**src/rtl/tp2_pkg.sv**
```systemverilog
package tp2_pkg;
    localparam int XLEN = 16;
    localparam int RW   = 3;
    localparam int NREG = 1 << RW;
    localparam int IAW  = 8;
    localparam int OPW  = 2;
    localparam int IW   = OPW + 3 * RW;
    localparam int NRD  = 3;

    typedef logic [XLEN-1:0] word_t;
    typedef logic [RW-1:0]   rname_t;
    typedef logic [IAW-1:0]  iaddr_t;

    typedef enum logic [OPW-1:0] {
        OP_ADD = 2'd0,
        OP_BZ  = 2'd1,
        OP_LD  = 2'd2,
        OP_ST  = 2'd3
    } op_e;

    // executable entry held between the stages
    typedef struct packed {
        logic   valid;
        op_e    op;
        rname_t dst;
        word_t  v1;
        word_t  v2;
    } tmpl_t;
endpackage

```
**src/rtl/tp2_regfile.sv**
```systemverilog
module tp2_regfile
    import tp2_pkg::*;
(
    input  logic   clk,
    input  logic   rst_n,
    input  rname_t raddr [NRD],
    output word_t  rdata [NRD],
    input  logic   we,
    input  rname_t waddr,
    input  word_t  wdata
);
    word_t regs_q [NREG];
    word_t regs_d [NREG];

    always_comb begin
        for (int i = 0; i < NREG; i++) begin
            regs_d[i] = regs_q[i];
        end
        if (we) begin
            regs_d[waddr] = wdata;
        end
    end

    always_ff @(posedge clk) begin
        for (int i = 0; i < NREG; i++) begin
            if (!rst_n) regs_q[i] <= '0;
            else        regs_q[i] <= regs_d[i];
        end
    end

    // reads see the value from before this cycle's write
    for (genvar g = 0; g < NRD; g++) begin : g_rd
        assign rdata[g] = regs_q[raddr[g]];
    end
endmodule

```
**src/rtl/tp2_decode.sv**
```systemverilog
module tp2_decode
    import tp2_pkg::*;
(
    input  logic [IW-1:0] instr,
    input  word_t         rv_a,
    input  word_t         rv_b,
    input  word_t         rv_c,
    input  tmpl_t         held,
    input  logic          byp_en,
    input  logic          fwd_vld,
    input  rname_t        fwd_rd,
    input  word_t         fwd_val,
    output rname_t        fa,
    output rname_t        fb,
    output rname_t        fc,
    output tmpl_t         tmpl,
    output logic          stall
);
    op_e  op;
    logic use_a, use_c;
    logic held_writes;
    word_t va, vb, vc;

    function automatic word_t pick(input rname_t r, input word_t rv, input logic byp,
                                   input logic fv, input rname_t frd, input word_t fval);
        return (byp && fv && (r == frd)) ? fval : rv;
    endfunction

    assign op = op_e'(instr[IW-1 -: OPW]);
    assign fa = instr[3*RW-1 -: RW];
    assign fb = instr[2*RW-1 -: RW];
    assign fc = instr[RW-1:0];

    always_comb begin
        use_a       = (op == OP_BZ) || (op == OP_ST);
        use_c       = (op == OP_ADD);
        held_writes = held.valid && ((held.op == OP_ADD) || (held.op == OP_LD));

        stall = 1'b0;
        if (!byp_en && held_writes) begin
            stall = (use_a && (fa == held.dst)) ||
                    (fb == held.dst) ||
                    (use_c && (fc == held.dst));
        end

        va = pick(fa, rv_a, byp_en, fwd_vld, fwd_rd, fwd_val);
        vb = pick(fb, rv_b, byp_en, fwd_vld, fwd_rd, fwd_val);
        vc = pick(fc, rv_c, byp_en, fwd_vld, fwd_rd, fwd_val);

        tmpl.valid = 1'b1;
        tmpl.op    = op;
        tmpl.dst   = fa;
        tmpl.v1    = (op == OP_ADD) ? vb : va;
        tmpl.v2    = (op == OP_ADD) ? vc : vb;
    end
endmodule

```
**src/rtl/tp2_exec.sv**
```systemverilog
module tp2_exec
    import tp2_pkg::*;
(
    input  tmpl_t  ent,
    input  word_t  dmem_rdata,
    output word_t  dmem_addr,
    output word_t  dmem_wdata,
    output logic   dmem_we,
    output logic   rf_we,
    output rname_t rf_wa,
    output word_t  rf_wd,
    output logic   br_taken,
    output iaddr_t br_target
);
    always_comb begin
        dmem_addr  = ent.v2;
        dmem_wdata = ent.v1;
        dmem_we    = ent.valid && (ent.op == OP_ST);
        rf_we      = ent.valid && ((ent.op == OP_ADD) || (ent.op == OP_LD));
        rf_wa      = ent.dst;
        rf_wd      = (ent.op == OP_ADD) ? (ent.v1 + ent.v2) : dmem_rdata;
        br_taken   = ent.valid && (ent.op == OP_BZ) && (ent.v1 == '0);
        br_target  = ent.v2[IAW-1:0];
    end
endmodule

```
**src/rtl/tp2_core.sv**
```systemverilog
module tp2_core
    import tp2_pkg::*;
(
    input  logic                clk,
    input  logic                rst_n,
    input  logic                byp_en,
    output logic [IAW-1:0]      imem_addr,
    input  logic [IW-1:0]       imem_rdata,
    output logic [XLEN-1:0]     dmem_addr,
    output logic [XLEN-1:0]     dmem_wdata,
    output logic                dmem_we,
    input  logic [XLEN-1:0]     dmem_rdata
);
    typedef struct packed {
        iaddr_t pc;
        tmpl_t  ent;
    } core_st_t;

    core_st_t st_q, st_d;

    rname_t fa, fb, fc;
    rname_t rd_addr [NRD];
    word_t  rd_data [NRD];
    tmpl_t  dec_tmpl;
    logic   hz_stall;
    logic   rf_we;
    rname_t rf_wa;
    word_t  rf_wd;
    logic   br_taken;
    iaddr_t br_target;
    logic   ent_vld;

    assign rd_addr[0] = fa;
    assign rd_addr[1] = fb;
    assign rd_addr[2] = fc;
    assign imem_addr  = st_q.pc;
    assign ent_vld    = st_q.ent.valid;

    tp2_regfile u_rf (
        .clk   (clk),
        .rst_n (rst_n),
        .raddr (rd_addr),
        .rdata (rd_data),
        .we    (rf_we),
        .waddr (rf_wa),
        .wdata (rf_wd)
    );

    tp2_decode u_dec (
        .instr   (imem_rdata),
        .rv_a    (rd_data[0]),
        .rv_b    (rd_data[1]),
        .rv_c    (rd_data[2]),
        .held    (st_q.ent),
        .byp_en  (byp_en),
        .fwd_vld (rf_we),
        .fwd_rd  (rf_wa),
        .fwd_val (rf_wd),
        .fa      (fa),
        .fb      (fb),
        .fc      (fc),
        .tmpl    (dec_tmpl),
        .stall   (hz_stall)
    );

    tp2_exec u_ex (
        .ent        (st_q.ent),
        .dmem_rdata (dmem_rdata),
        .dmem_addr  (dmem_addr),
        .dmem_wdata (dmem_wdata),
        .dmem_we    (dmem_we),
        .rf_we      (rf_we),
        .rf_wa      (rf_wa),
        .rf_wd      (rf_wd),
        .br_taken   (br_taken),
        .br_target  (br_target)
    );

    // execute drains the buffer every cycle; fetch refills it on the same edge
    always_comb begin
        st_d = st_q;
        if (br_taken) begin
            st_d.pc        = br_target;
            st_d.ent       = '0;
        end else if (hz_stall) begin
            st_d.ent       = '0;
        end else begin
            st_d.pc        = st_q.pc + iaddr_t'(1);
            st_d.ent       = dec_tmpl;
        end
    end

    always_ff @(posedge clk) begin
        if (!rst_n) st_q <= '0;
        else        st_q <= st_d;
    end
endmodule

```
**config.mk**
```make
export PLATFORM = sky130hd
export DESIGN_NAME = tp2_core
export DESIGN_NICKNAME = d
export VERILOG_FILES = /design/src/rtl/tp2_pkg.sv /design/src/rtl/tp2_regfile.sv /design/src/rtl/tp2_decode.sv /design/src/rtl/tp2_exec.sv /design/src/rtl/tp2_core.sv
export SDC_FILE = /design/constraint.sdc
export NUM_CORES = 1
export LEC_CHECK = 0
export ABC_AREA = 0
export BUFFER_PORTS_ARGS = -buffer_cell sky130_fd_sc_hd__clkbuf_2
export CORE_MARGIN = 8
export CORE_UTILIZATION = 35
export DETAILED_ROUTE_END_ITERATION = 6
export GPL_TIMING_DRIVEN = 0
export PLACE_DENSITY_LB_ADDON = 0.12
export SKIP_LAST_GASP = 1
export SLEW_MARGIN = 10
export SYNTH_ARGS = -nofsm -noshare
export SYNTH_HDL_FRONTEND = slang
export SYNTH_SLANG_ARGS = --single-unit
```
**constraint.sdc**
```tcl
create_clock -name clk -period 3.3 [get_ports clk]
set_input_delay 0.495 -clock clk [delete_from_list [all_inputs] [get_ports clk]]
set_output_delay 0.495 -clock clk [all_outputs]
set_load 0.01 [all_outputs]
```
==> metrics.md <==
| Metric | Value |
|---|---|
| FFs w/ async S/R, synth | 0% |
| Synth Area in Adders | 2.03% |
| Post-DP Area | 11,700 um2 |
| CTS tree | done |
| Fillers | 3,074 |
| Mapped Area | 10,900 um2 |
| Count leader, synth | dfxtp_1 |
| Reg-to-reg endpoint | st_q[8] |
| Drt total wl | 40.6 mm |
| Simple-gate share of the synthesized area | 12.4% |
| CTS root buffer | clkbuf_16 |
| Vias in the first global route | 9,362 |
| Antenna-violating nets left | 0 |
| Post-synthesis net count | 1,177 |
| Status | finished clean |
| Reg2reg setup slack | 0.14 ns |
| Cell family with most CP delay | compound AO/OA/AOI/OAI gates |
| Yosys cell types | 65 |
| Initial antenna violation count | 0 |
| Routed vias/inst | 5.91 |
| Most instantiated cells after synthesis | dfxtp_1 (174), nor2_1 (145), a211oi_1 (120) |
| Io pins | 71 |
| Crit. End Element | flop |
| Synth area leaders | dfxtp_1 (32%), mux4_2 (20%), a211oi_1 (8.3%) |
| Die Wd | 192 um |
| # clock sinks | 174 |
| Worst-path cell with the longest stage delay | nor3_4 |
| DRC | 0 |
| Clock slew at reported path FFs | 0.07 ns |
| Leading area contributor after synthesis | dfxtp_1 |
| Crit path time final | 3.16 ns |
| Critical Path RT | 3.59 ns |
| CP bufs+invs | 0 |
| I/O Buffers | 61 |
| Clock share of power | 37.5% |
| Core box area | 30,600 um2 |
| RR Startpoint | st_q[0] |
| Global-route wire length before repair | 60.6 mm |
| Synth Register Bits | 174 |
| Area Overhead vs Synth | 12.5% |
| Total power | 5.22 mW |
| Setup CP Type | flop to flop |
| Pre-antenna DRT Iters | 5 |
| Switching power | 1.61 mW |
| Syn Inst Count | 1,130 |
| Slew HR | 30.3% |
| R2R cell count | 9 |
| Sw frac | 30.8% |
| Worst-Skew Late Latency | 0.45 ns |
| Pwr Density | 427 nW/um2 |
| Combinational share of power | 19.0% |
| Fin Setup TNS | 0 ns |
| GR Overflow Total | 0 |
| Endpoints failing setup | 0 |
| Largest family of logic cells by synthesized area | multiplexers |
| Synthesized area per cell | 9.62 um2 |
| Post-synth EDFFs | 0 |
| Share of layout cells above drive strength 1 | 23.4% |
| VDD IR max | 391 uV |
| CP Max Fanout | 10 |
| Clock Tree Buf Depth | 2 |
| Initial drt markers | 942 |
| Max_cap viols | 0 |
| Static Leak | 4.51 nW |
| Max-slew violation count | 0 |
| Final hold vios | 0 |
| Min-delay worst type | input pin to flop |
| RSZ-0062 raised after global routing | false |
| Cts repair resizes | 1 |
| YS warnings | 0 |
| Setup WS pre-CTS | 0.00499 ns |
| Fin crit share | 95.8% |
| Slew @ Worst Pin | 1.05 ns |
| Worst Skew | 0.0121 ns |
| Crit start category | flop |
| Cell mode on critical path | a211oi_2 |
| Routability Congestion | 0.904 |
| Cell-by-cell trace of the critical path | ha_1, fa_1, a211oi_2, o21ai_1, a211oi_2, nor4_1, nor3_4, a211o_1, o21ai_0 |
| Synth top area share | 32.1% |
| Number of buffers created by CTS | 17 |
| Total die area | 36,900 um2 |
| Wire length per cell | 25.1 um |
| Power Internal | 3.61 mW |
| Cell total after placement | 1,587 |
| Std-Cell Rows | 64 |
| Starting Density | 35.5% |
| Worst Setup EP | st_q[8] |
| Predominant post-synthesis flop cell | dfxtp_1 |
| Critical Path Max Stage Delay | 0.54 ns |
| H-tree depth | 4 |
| Fraction of synthesized area in multiplexers | 25.0% |
| XOR/XNOR Fraction of Synth Area | 1.37% |
| Worst EP arrival | 3.45 ns |
| Design Area, Final | 12,200 um2 |
| Die height | 192 um |
| Seq/Total Area, Yosys | 32.1% |
| Routed via count | 9,568 |
| Total GRT Usage | 22.2% |
| Postcts setup bufs | 0 |
| Seq pwr share | 43.5% |
| Cell count along the critical path | 9 |
| Hold_ws | 0.313 ns |
| Worst Setup SP | st_q[0] |
| CTS Hold Bufs | 0 |
| Largest net degree at the start of global routing | 17 |
| F_max | 316 MHz |
| Final worst slack | 0.140 ns |
| # diodes | 0 |
| Fin util | 40.0% |
| DPL Wire Length | 31.2 mm |
| Post-synthesis compound-gate area fraction | 20.0% |
| NumNets Final | 1,257 |
| Non-filler cells, final | 1,618 |
worst register-to-register path, cell delays in order, from the launching register on:
cell and delay [ns]:
dfxtp_1 0.33, ha_1 0.25, fa_1 0.46, a211oi_2 0.35
o21ai_1 0.23, a211oi_2 0.36, nor4_1 0.15, nor3_4 0.54
a211o_1 0.21, o21ai_0 0.13
layout by cell type (no fill, tap or decap), drive strengths merged, types with 3 or more instances in the layout:
| cell | netlist | final |
|---|---|---|
| xor2 | 4 | 4 |
| nand4 | 4 | 4 |
| xnor2 | 13 | 13 |
| clkbuf | 71 | 152 |
| o211a | 3 | 3 |
| a21oi | 75 | 75 |
| and2 | 8 | 8 |
| nor2 | 146 | 146 |
| mux2i | 47 | 47 |
| nand2b | 8 | 8 |
| nor3 | 10 | 10 |
| o31ai | 4 | 4 |
| a22oi | 9 | 9 |
| mux4 | 96 | 96 |
| a31oi | 3 | 3 |
| o22ai | 5 | 5 |
| o21ai | 63 | 63 |
| nor2b | 22 | 22 |
| mux2 | 7 | 7 |
| a211oi | 125 | 125 |
| and3 | 11 | 11 |
| dfxtp | 174 | 174 |
| a21o | 9 | 9 |
| or3 | 3 | 3 |
| a211o | 4 | 4 |
| clkinvlp | 0 | 3 |
| nand2 | 48 | 48 |
| inv | 3 | 3 |
| or2 | 5 | 5 |
| ha | 16 | 16 |
| buf | 79 | 79 |
| nor4 | 4 | 4 |
| clkinv | 1 | 8 |
| o211ai | 6 | 6 |
| nand3 | 20 | 20 |
| a22o | 4 | 4 |
routing by layer:
| metal | up-vias | wire [um] | GRT usage (%) |
|---|---|---|---|
| met1 | 4637 | 16900 | 28.1 |
| met4 | 0 | 1750 | 10.5 |
| met2 | 452 | 18500 | 35.1 |
| li1 | 4395 | - | - |
| met5 | - | 0 | 0 |
| met3 | 84 | 3500 | 5.41 |
final cells by class:
cell class                 instances  area [um2]  area share [%]
buffer                           150         757            6.19
clock buffer                      20         447            3.65
clock inverter                    11        95.1           0.778
inverter                           4        15.0           0.123
multi-input combinational        802        6630            54.2
sequential                       174        3480            28.5
tap                              396         495            4.05
timing repair buffer              61         305            2.50
worst min-delay path by stage:
stage	depth (start not counted)	to	slack, ns	startpoint
3_3_place_gp	2	u_rf.regs_q[6][12]	0.47	u_rf.regs_q[6][12]
3_5_place_dp	2	u_rf.regs_q[4][12]	0.48	u_rf.regs_q[4][12]
5_1_grt	2	st_q[36]	0.32	imem_rdata[10]
6_report	2	st_q[36]	0.31	imem_rdata[10]
4_1_cts	2	st_q[36]	0.31	imem_rdata[10]
2_1_floorplan	2	u_rf.regs_q[1][12]	0.45	u_rf.regs_q[1][12]
power by group through the flow:
stage	sequential (mW)	clock (mW)	combinational [mW]
detailed placement	2.31	0	0.976
floorplan	2.28	0	0.672
CTS	2.27	1.98	0.981
global placement	2.31	0	0.975
global route	2.28	2.09	1.07
finish	2.27	1.96	0.993
cells by family after synthesis:
kind of cell / after synthesis
fa+ha+maj: 17
buf+inv: 154
xor+xnor: 17
compound gates: 323
mux: 150
flops: 174
simple gates: 295
flip-flops by register name, indices dropped and copies added, names as in the netlist:
signal,cells
imem_addr,8
ent_vld,1
st_q,37
u_rf.regs_q,128
Power figures use the tool's default switching activity.
